[src/rtl/vmr_pkg.sv]
package vmr_pkg;
    typedef enum logic [2:0] {
        ST_IDLE,
        ST_XLATE,
        ST_DRAIN,
        ST_FLUSH,
        ST_REPORT
    } vmr_state_e;

    localparam logic [1:0] XR_OK  = 2'b00;
    localparam logic [1:0] XR_TNV = 2'b01;

    localparam logic [1:0] FK_NONE = 2'd0;
    localparam logic [1:0] FK_TNV  = 2'd1;
    localparam logic [1:0] FK_ACV  = 2'd2;
endpackage

[src/rtl/vmr_ctr.sv]
module vmr_ctr #(
    parameter int W = 8
) (
    input  logic         clk,
    input  logic         rst_n,
    input  logic         clr,
    input  logic         inc,
    output logic [W-1:0] q
);
    always_ff @(posedge clk or negedge rst_n) begin
        if (!rst_n)   q <= '0;
        else if (clr) q <= '0;
        else if (inc) q <= q + W'(1);
    end
endmodule

[src/rtl/vmr_agen.sv]
module vmr_agen #(
    parameter int AW = 32
) (
    input  logic          clk,
    input  logic          rst_n,
    input  logic          load,
    input  logic [AW-1:0] base,
    input  logic [AW-1:0] stride,
    input  logic          indexed,
    input  logic          step,
    input  logic [AW-1:0] idx_off,
    output logic [AW-1:0] vaddr
);
    logic [AW-1:0] base_q, stride_q, run_q;
    logic          indexed_q;

    always_ff @(posedge clk or negedge rst_n) begin
        if (!rst_n) begin
            base_q    <= '0;
            stride_q  <= '0;
            run_q     <= '0;
            indexed_q <= 1'b0;
        end else if (load) begin
            base_q    <= base;
            stride_q  <= stride;
            run_q     <= base;
            indexed_q <= indexed;
        end else if (step) begin
            run_q <= run_q + stride_q;
        end
    end

    // Indexed mode adds the per-element offset; otherwise a running sum.
    assign vaddr = indexed_q ? (base_q + idx_off) : run_q;
endmodule

[src/rtl/vmem_release_ctl.sv]
module vmem_release_ctl
    import vmr_pkg::*;
#(
    parameter int AW    = 32,
    parameter int LW    = 8,
    parameter int AHEAD = 4
) (
    input  logic          clk,
    input  logic          rst_n,
    input  logic          start_vld,
    output logic          start_rdy,
    input  logic [AW-1:0] start_base,
    input  logic [AW-1:0] start_stride,
    input  logic [LW-1:0] start_len,
    input  logic          start_indexed,
    output logic [LW-1:0] idx_elem,
    input  logic [AW-1:0] idx_off,
    output logic          xl_req,
    output logic [AW-1:0] xl_vaddr,
    input  logic          xl_resp,
    input  logic [1:0]    xl_result,
    output logic          xf_vld,
    output logic [LW-1:0] xf_elem,
    input  logic          xf_rdy,
    output logic          issue_stall,
    output logic          mm_ok,
    output logic          flt_vld,
    output logic [LW-1:0] flt_elem,
    output logic [AW-1:0] flt_vaddr,
    output logic [1:0]    flt_kind
);
    localparam logic [LW-1:0] LEAD_MAX = LW'(AHEAD);

    vmr_state_e    st_q, st_d;
    logic [LW-1:0] len_q;
    logic [LW-1:0] xl_ptr, xf_ptr;
    logic [AW-1:0] cur_vaddr;
    logic          accept, xl_fire, xl_bad, xl_good, xf_fire, last_elem;
    logic [LW-1:0] flt_elem_q;
    logic [AW-1:0] flt_vaddr_q;
    logic [1:0]    flt_kind_q;

    assign accept    = start_vld && (st_q == ST_IDLE);
    assign xl_fire   = xl_req && xl_resp;
    assign xl_bad    = (xl_result != XR_OK);
    assign xl_good   = xl_fire && !xl_bad;
    assign xf_fire   = xf_vld && xf_rdy;
    assign last_elem = (xl_ptr == len_q - LW'(1));

    vmr_ctr #(.W(LW)) u_xl_ctr (
        .clk(clk), .rst_n(rst_n), .clr(accept), .inc(xl_good), .q(xl_ptr)
    );
    vmr_ctr #(.W(LW)) u_xf_ctr (
        .clk(clk), .rst_n(rst_n), .clr(accept), .inc(xf_fire), .q(xf_ptr)
    );

    vmr_agen #(.AW(AW)) u_agen (
        .clk(clk), .rst_n(rst_n), .load(accept),
        .base(start_base), .stride(start_stride), .indexed(start_indexed),
        .step(xl_good), .idx_off(idx_off), .vaddr(cur_vaddr)
    );

    // Instruction length and fault capture
    always_ff @(posedge clk or negedge rst_n) begin
        if (!rst_n) begin
            len_q       <= '0;
            flt_elem_q  <= '0;
            flt_vaddr_q <= '0;
            flt_kind_q  <= FK_NONE;
        end else begin
            if (accept) len_q <= start_len;
            if (st_q == ST_XLATE && xl_fire && xl_bad) begin
                flt_elem_q  <= xl_ptr;
                flt_vaddr_q <= cur_vaddr;
                flt_kind_q  <= (xl_result == XR_TNV) ? FK_TNV : FK_ACV;
            end
        end
    end

    // State register
    always_ff @(posedge clk or negedge rst_n) begin
        if (!rst_n) st_q <= ST_IDLE;
        else        st_q <= st_d;
    end

    // Next-state logic
    always_comb begin
        st_d = st_q;
        unique case (st_q)
            ST_IDLE: begin
                if (start_vld) st_d = (start_len == '0) ? ST_DRAIN : ST_XLATE;
            end
            ST_XLATE: begin
                if (xl_fire && xl_bad)                             st_d = ST_FLUSH;
                else if ((xl_good && last_elem) || xl_ptr == len_q) st_d = ST_DRAIN;
            end
            ST_DRAIN: begin
                if (xf_ptr == len_q) st_d = ST_IDLE;
            end
            ST_FLUSH: begin
                if (xf_ptr == xl_ptr) st_d = ST_REPORT;
            end
            ST_REPORT: st_d = ST_IDLE;
            default:   st_d = ST_IDLE;
        endcase
    end

    // Outputs
    always_comb begin
        start_rdy   = 1'b0;
        issue_stall = 1'b0;
        mm_ok       = 1'b0;
        xl_req      = 1'b0;
        xf_vld      = 1'b0;
        flt_vld     = 1'b0;
        unique case (st_q)
            ST_IDLE:  start_rdy = 1'b1;
            ST_XLATE: begin
                issue_stall = 1'b1;
                xl_req      = (xl_ptr != len_q) && ((xl_ptr - xf_ptr) < LEAD_MAX);
                xf_vld      = (xf_ptr != xl_ptr);
            end
            ST_DRAIN: begin
                mm_ok  = 1'b1;
                xf_vld = (xf_ptr != xl_ptr);
            end
            ST_FLUSH: begin
                issue_stall = 1'b1;
                xf_vld      = (xf_ptr != xl_ptr);
            end
            ST_REPORT: begin
                issue_stall = 1'b1;
                flt_vld     = 1'b1;
            end
            default: ;
        endcase
    end

    assign idx_elem  = xl_ptr;
    assign xl_vaddr  = cur_vaddr;
    assign xf_elem   = xf_ptr;
    assign flt_elem  = flt_elem_q;
    assign flt_vaddr = flt_vaddr_q;
    assign flt_kind  = flt_kind_q;
endmodule

[config.mk]
export PLATFORM = sky130hd
export DESIGN_NAME = vmem_release_ctl
export DESIGN_NICKNAME = d
export VERILOG_FILES = /design/src/rtl/vmr_pkg.sv /design/src/rtl/vmr_ctr.sv /design/src/rtl/vmr_agen.sv /design/src/rtl/vmem_release_ctl.sv
export SDC_FILE = /design/constraint.sdc
export NUM_CORES = 1
export LEC_CHECK = 0
export BUFFER_PORTS_ARGS = -buffer_cell sky130_fd_sc_hd__buf_2
export CAP_MARGIN = 20
export CORE_MARGIN = 3
export CORE_UTILIZATION = 40
export DETAILED_ROUTE_END_ITERATION = 8
export PLACE_DENSITY_LB_ADDON = 0.3
export SLEW_MARGIN = 5
export SYNTH_ARGS = -nofsm -noshare
export SYNTH_HDL_FRONTEND = slang
export SYNTH_SLANG_ARGS = --single-unit
export TNS_END_PERCENT = 10
[constraint.sdc]
create_clock -name clk -period 4.9 [get_ports clk]
set_input_delay 0.245 -clock clk [delete_from_list [all_inputs] [get_ports clk]]
set_output_delay 0.245 -clock clk [all_outputs]
set_load 0.01 [all_outputs]
[Word-level counts from Yosys, hierarchy flattened]
Cells that the tools add are included.
Cells by class
  mux-type cells: 21
  reduce and logical (&&, ||, !) cells: 19
  eq/ne operators: 15
  add/sub/neg operators: 6
  order comparisons: 1
Operators with widths (number)
  $mux 32: 3
  $add 32x32->32: 2
  $eq 8x8->1: 4
  $mux 8: 4
  $add 8x1->8 const B: 2
  $ne 8x8->1: 2
  $mux 3: 5
  $pmux 3 s4: 1
  $logic_and 1x1->1: 9
  $logic_not 8->1: 1
  $lt 8x3->1 const B: 1
  $sub 8x1->8 const B: 1
  $sub 8x8->8: 1
  $eq 3x2->1 const B: 2
  $mux 1: 6
  $ne 2x2->1 const B: 3
  $reduce_bool 2->1: 3
  $reduce_or 3->1: 2
  $mux 2: 2
  $reduce_and 4->1: 1
  $eq 3x1->1 const B: 1
  $eq 3x3->1 const B: 1
  $logic_not 3->1: 1
  $ne 3x1->1 const B: 1
  other kinds (3): 3
Storage, ports and cells
  register bits: 166
  word-level logic and storage cells: 73

[Logic depth before layout (Yosys ltp)]
Gate-level depths: netlist of run 1.
  depth in word-level cells: 11
  gate-level depth with buffers: 14

[Hierarchy]
A second synthesis of run 1 with hierarchy kept.
Unflattened totals
  cell total of the unflattened synthesis: 1092
  area, all modules: 11049.3 um2
By module, submodules not included
  vmr_agen: times used 1, area an instance 7244.4 um2, cells an instance 774
  vmem_release_ctl: times used 1, area an instance 3011.6 um2, cells an instance 244
  vmr_ctr: times used 2, area an instance 396.6 um2, cells an instance 37

[Worst setup path before layout of run 1]
No wires, ideal clock.
  kind: register -> register
  start: register u_agen.base_q[0]
  end: register flt_vaddr_q[30], in the netlist flt_vaddr[30]
  cell stages (with the launch flop): 14
  setup time: 125 ps
  path slack: 1980 ps
  period minus slack after synthesis: 2920 ps
  data required time: 4775 ps
  arrival: 2796 ps
  path through: dfrtp_1 -> ha_1 -> inv_1 -> fa_1 -> nor2b_4 -> o21ai_2 -> a21boi_2 -> o31ai_2 -> a31oi_2 -> a211oi_2 -> o41ai_2 -> xor2_1 -> mux2_2 -> mux2_2
Between the ends
  cells in the longest elaborated chain, start to end: 2
RTL lines
  from (decl): RTL line vmr_agen.sv:14  | logic [AW-1:0] base_q, stride_q, run_q;
  from (signal assigned): RTL line vmr_agen.sv:24  | base_q <= base;
  $add 32x32->32: RTL line vmr_agen.sv:34  | assign vaddr = indexed_q ? (base_q + idx_off) : run_q;
  $mux 32: RTL line vmr_agen.sv:34
  net xl_vaddr[30]: RTL line vmem_release_ctl.sv:19  | output logic [AW-1:0] xl_vaddr,
  to (signal assigned): RTL line vmem_release_ctl.sv:74  | flt_vaddr_q <= cur_vaddr;
  to (decl): RTL line vmem_release_ctl.sv:40  | logic [AW-1:0] flt_vaddr_q;
The timed path passes the listed nets, and every way through them passes these cells.
A chain may end at the register's enable or synchronous reset.

[Worst setup path in the final report of run 1]
  start: register u_agen.base_q[0]
  end: output port xl_vaddr[30]
Between the ends
  cells in the longest elaborated chain, start to end: 2
RTL lines (RTL line)
  $add 32x32->32: vmr_agen.sv:34
  $mux 32: vmr_agen.sv:34
  to (decl): vmem_release_ctl.sv:19
Every way passes these cells.

==> results.cfg, run 1 <==
[outcome]
status = completed

[cts]
cts_tree = done
cts_buffer_depth = 2
clock_sinks = 166
cts_resized = 0
cts_inserted_buffers = 17
clockRootBuffer = clkbuf_16
cts.htree.levels = 4
clk_latency_ns = 0.44
cts_setup_buffers = 0
holdBufCountCts = 17
cts.clk_slew.worst_paths_ns = 0.07

[timing]
worst_pin_slew_ns = 0.887
fmax_mhz = 255
slew_headroom_pct = 40.8
finalHoldViolations = 0
setup_viol = 0
clock_skew_ns = 0.0165
post-route-period-util_pct = 79.9
setup_tns_ns = 0
finalMaxSlewViolations = 0
rsz0062_at_grt = false
period_minus_slack_ns = 3.92

[critical_path]
arrival_ns = 3.67
start_kind = register
worstSetupPathType = reg2out
cp_slowest_cell = a31oi_2
critPathBufInv = 2
worstSetupEndpointType = primary output
crit_chain = ha_1 -> inv_1 -> fa_1 -> nor2b_4 -> o21ai_2 -> a21boi_2 -> o31ai_2 -> a31oi_2 -> a211oi_2 -> o41ai_2 -> xor2_1 -> mux2_2 -> buf_2
crit_required_ns = 4.66
cpPeakStageDelay_ns = 0.49
crit_fanout = 5
critPathTopFamily = compound AO/OA/AOI/OAI gates

[final_layout]
diodes = 0
finish.net_count = 1626
drive_gt1_share_pct = 22.7
filler_cell_count = 2545
syn_to_final_growth_pct = 19.5
stdcell_count = 1787
fin_util_pct = 49.2
postLayoutCellArea_um2 = 13000

[synth]
synth_common_cells = nand2_1, dfrtp_1, nor2_1
synth_seq_cells = 166
synth_edf_count = 0
post-synth-top-area-cell = dfrtp_1
synthArstFlopShare_pct = 100
yosys-top-cells-area = dfrtp_1, nand2_1, ha_1
synth_cell_type_count = 84
yosysSeqAreaShare_pct = 38.2
ys.flop_type = dfrtp_1
yosysMostFrequentCell = nand2_1
synthCells = 1243
syn_nets = 1429
yosysTopAreaCellShare_pct = 38.2
syn_area_um2 = 10900
syn_avg_cell_area_um2 = 8.76
yosysWarnings = 0

[power_and_ir_drop]
p_per_area_nw_per_um2 = 691
ir_drop_mv = 0.275
power.leakage_nw = 6.74
pwr-share-clk_pct = 16.9
internal-power_w = 0.00504
finalPower_w = 0.00899
pwr-share-comb_pct = 56.7
switching_share_pct = 43.9
seqPwrFrac_pct = 26.4
p_sw_w = 0.00394

[routing]
first_iter_violations = 529
wl_per_cell_um = 17.1
wirelength_um = 30600
wl_met3_um = 1450
vias = 9502
top_layer = met4
wl_met1_um = 14300
first_pass_iters = 6
postRouteAntennaNets = 0
wl_met2_um = 14300
route.detailed.drc = 0
viasPerCell = 5.32

[placed_design]
place_congestion = 0.854
port_buffers = 207
place_area_um2 = 12200
post-place-cells = 1739
dp.final_hpwl_um = 22500

[worst_hold_path]
hp-class = in2reg

[grt]
grt_max_degree = 91
grt_overflow = 0
grt_pass1_vias = 9358
grt_pass1_wl_um = 49100
grt_util_all_layers_pct = 21.1
antenna_found_initial = 0

[floorplan]
start_util_pct = 41.2
die_w_um = 171
placementRows = 59
die_area_um2 = 29200
die_h_um = 171
ios = 208
fp.coreArea_um2 = 26400

[job]
cap_violations = 0
## power groups by stage
stage / logic (W) / clock network, W / registers, W
finish: 0.00510 / 0.00152 / 0.00237
global route: 0.00571 / 0.00160 / 0.00245
CTS: 0.00512 / 0.00154 / 0.00237
detailed placement: 0.00506 / 0 / 0.00239
global placement: 0.00499 / 0 / 0.00237
floorplan: 0.00375 / 0 / 0.00229
## worst paths after layout
check	slack, ns	startpoint	cells past startpoint	endpoint
setup / recovery	0.98	u_agen.base_q[0]	13	xl_vaddr[30]
hold / removal	0.01	start_stride[8]	3	u_agen.stride_q[8]
setup reg to reg	1.32	u_xl_ctr.q[1]	11	st_q[1]
hold reg to reg	0.47	flt_vaddr[7]	2	flt_vaddr[7]
max in group asynchronous	3.54	rst_n	3	u_agen.stride_q[18]
min in group asynchronous	0.40	rst_n	2	u_xf_ctr.q[3]
## cells in the final DEF, fill, tap and decap left out, drive strengths merged, types with 6 or more instances in the layout
cell type / Yosys / layout
mux2: 45 / 45
dfrtp: 166 / 166
and3: 16 / 16
nor3: 27 / 27
nand4: 12 / 12
nor2b: 9 / 9
xor2: 33 / 33
a21o: 31 / 31
o211ai: 8 / 8
o21bai: 7 / 7
dlygate4sd3: 0 / 17
o31ai: 8 / 8
mux2i: 16 / 16
a21oi: 69 / 69
o21ai: 61 / 61
nand3: 16 / 16
o21a: 14 / 14
nor2: 85 / 85
ha: 72 / 72
inv: 35 / 38
clkbuf: 33 / 19
xnor2: 51 / 51
a211oi: 6 / 6
buf: 20 / 214
nor4: 7 / 7
nand2b: 12 / 12
a31oi: 16 / 16
nand2: 311 / 311
## worst reg2reg max path, stage by stage (launching register included)
cell     delay (ns)
dfrtp_1        0.48
ha_1           0.36
nor2b_1        0.14
o21a_1         0.18
o21ai_2        0.18
a21oi_1        0.13
nor4b_1        0.46
o21a_2         0.24
nand3_4        0.43
nor4_2         0.33
o32a_2         0.22
mux2_1         0.33
## area by class of cell
cell class / count / area, um^2 / share of cell area, %
Clock buffer: 19 / 443 / 3.41
Timing Repair Buffer: 231 / 1290 / 9.92
Sequential cell: 166 / 4150 / 31.9
Clock inverter: 12 / 199 / 1.53
Inverter: 35 / 131 / 1.01
Multi-Input combinational cell: 989 / 6370 / 49.0
Tap cell: 335 / 419 / 3.22
## per-layer routing
metal  global-route usage [%]  up-vias
li1                         -     4688
met1                     29.1     4515
met2                     34.8      253
met3                     3.26       46
met4                     5.63        0
met5                        0        -
## logic make-up after synthesis
kind of cell / after synthesis / share of synthesized area, %
fa+ha+maj: 74 / 8.64
xor+xnor: 84 / 6.76
simple gates: 518 / 21.0
flops: 166 / 38.2
mux: 61 / 6.20
compound gates: 252 / 15.8
buf+inv: 88 / 3.46
## state kept, by name, summed over array words and instances, names as in the netlist
name	flops
u_agen.stride_q	32
u_agen.indexed_q	1
flt_elem	8
flt_vaddr	32
u_xf_ctr.q	8
len_q	8
u_agen.base_q	32
st_q	3
u_xl_ctr.q	8
flt_kind	2
u_agen.run_q	32
## metrics by stage
step | setup WS [ns] | hold slack (ns)
final | 0.985 | 0.0128
after global routing | 0.828 | 0.0121
after CTS | 1.02 | 0.00129
after detailed placement | 1.33 | 0.316
after global placement | 1.46 | 0.316
after floorplan | 1.98 | -0.0506
Note: power is estimated with default switching activity, not from simulation.
==> run 2: changes to the inputs <==
Clock period 4.9 ns to 3.2 ns, I/O delays scaled along.
==> run 2 against run 1 <==
Global-route usage is 0.82 points higher. Clock skew is 0.0011 ns higher. The flow now finishes with violations (setup timing). Clock power is 37% higher. Cell count is 5.0% higher. Via count is 4.3% higher. Register-to-register slack worse by 1.1 ns.
==> results.cfg, run 2 (synthesized netlist as in run 1, its figures left out) <==
[critical_path]
crit_top_cell = buf_6
crit_chain = ha_2 -> inv_2 -> fa_2 -> nor2b_4 -> o21ai_2 -> a21boi_2 -> o31ai_2 -> a31oi_2 -> buf_6 -> a21oi_2 -> buf_6 -> o31ai_4 -> a21oi_2 -> mux2_4 -> nand2_2 -> buf_6
worstSetupPathType = reg2out
start_kind = register
arrival_ns = 3.23
cpPeakStageDelay_ns = 0.41
crit_required_ns = 3.04
crit_fanout = 4
worstSetupEndpointType = primary output
cp_slowest_cell = fa_2

[grt]
grt_pass1_vias = 10065
grt_overflow = 0
grt_util_all_layers_pct = 21.9
grt_max_degree = 78
grt_pass1_wl_um = 51200
antenna_found_initial = 0

[final_layout]
final_cell_mix = nand2_1, buf_2, dfrtp_1
diodes = 0
layout_commonest_cell = nand2_1
finish.net_count = 1716
fin_util_pct = 53.3
syn_to_final_growth_pct = 29.4
postLayoutCellArea_um2 = 14100
drive_gt1_share_pct = 25.2

[floorplan]
fp.coreArea_um2 = 26400
die_w_um = 171
die_area_um2 = 29200
start_util_pct = 41.2
ios = 208
placementRows = 59
die_h_um = 171

[power_and_ir_drop]
p_per_area_nw_per_um2 = 1010
ir_drop_mv = 0.465
power.leakage_nw = 7.18

[timing]
slew_headroom_pct = 40.3
setup_ws_ns = -0.186
clock_skew_ns = 0.0175
finalHoldViolations = 0
setup_tns_ns = -1.30
setup_viol = 14
worst_pin_slew_ns = 0.895
post-route-period-util_pct = 106
fmax_mhz = 295
hold_ws_ns = 0.0734
period_minus_slack_ns = 3.39
finalMaxSlewViolations = 0
rsz0062_at_grt = true

[job]
cap_violations = 0

[cts]
clockRootBuffer = clkbuf_16
cts_inserted_buffers = 17
cts.htree.levels = 4
clk_latency_ns = 0.44
cts_buffer_depth = 2
cts_tree = done
cts.clk_slew.worst_paths_ns = 0.07
clock_sinks = 166

[outcome]
violations = setup timing
status = complete, but fails checks

[placed_design]
port_buffers = 207
place_area_um2 = 12400
dp.final_hpwl_um = 22900
place_congestion = 0.871

[worst_hold_path]
hp-class = in2reg

[routing]
route.detailed.drc = 0
viasPerCell = 5.28
wl_per_cell_um = 17.1
vias = 9913
first_iter_violations = 588
wirelength_um = 32000
postRouteAntennaNets = 0
first_pass_iters = 4
[run 2: cell count changes in the layout (fill, tap and decap cells not counted), moves of 8 or more]
| cell | change |
|---|---|
| dlygate4sd3_1 | +57 |
| buf_4 | +25 |
| buf_6 | +9 |
| mux2_2 | -8 |
| mux2_4 | +8 |
[run 2: final timing paths]
check,from,to,slack [ns],cells past startpoint
max reg2reg,u_agen.base_q[0],flt_vaddr[30],0.19,14
min in group asynchronous,rst_n,u_xf_ctr.q[7],0.31,2
min reg2reg,flt_vaddr[14],flt_vaddr[14],0.48,2
max in group asynchronous,rst_n,u_agen.stride_q[29],2.06,3
min,xl_result[1],flt_kind[0],0.07,3
max,u_agen.base_q[0],xl_vaddr[18],-0.19,16
[run 2: routing by layer]
metal	track usage, %	vias up	wire (um)
met5	0	-	0
met4	5.60	0	527
met3	3.54	37	1400
met2	37.8	257	15500
met1	28.8	4758	14600
li1	-	4861	-
[run 2: worst max-delay path: cells and delay by family, from the launching register on]
kind                       cells  cell delay, ns
DFF                            1            0.37
and+or+nand+nor                2            0.20
muxes                          1            0.32
adders and majority gates      2            0.60
AOI/OAI and AO/OA              7            0.85
buffers and inverters          4            0.44
[run 2: through the flow]
stage / power (W) / std cells / setup slack [ns]
after floorplan: 0.00925 / 1243 / 0.280
after global placement: 0.0114 / 1759 / 0.103
after detailed placement: 0.0115 / 1759 / 0.0148
after CTS: 0.0141 / 1871 / -0.157
after global routing: 0.0155 / 1876 / -0.326
final: 0.0143 / 1876 / -0.186
[run 2: cell type report]
class	instances	area [um^2]
flip-flops and latches	166	4150
well taps	335	419
multi-input cells	989	6590
clock inverters	10	126
repair buffers	321	2220
clock buffers	20	447
fillers	2459	12300
inverters	35	131
[run 2: report_power, final]
group,internal [W],switching [W],total [W]
logic,0.00386,0.00471,0.00856
clock network,0.00117,0.000914,0.00208
registers,0.00295,0.000683,0.00363
total,0.00798,0.00630,0.0143
[run 2: what timing repair did]
action,CTS,global route
resized for setup,34,24
setup endpoints to repair,17,50
buffers inserted,8,5
pin swaps,18,16
endpoints found under the hold margin,172,0
hold buffers,74,0
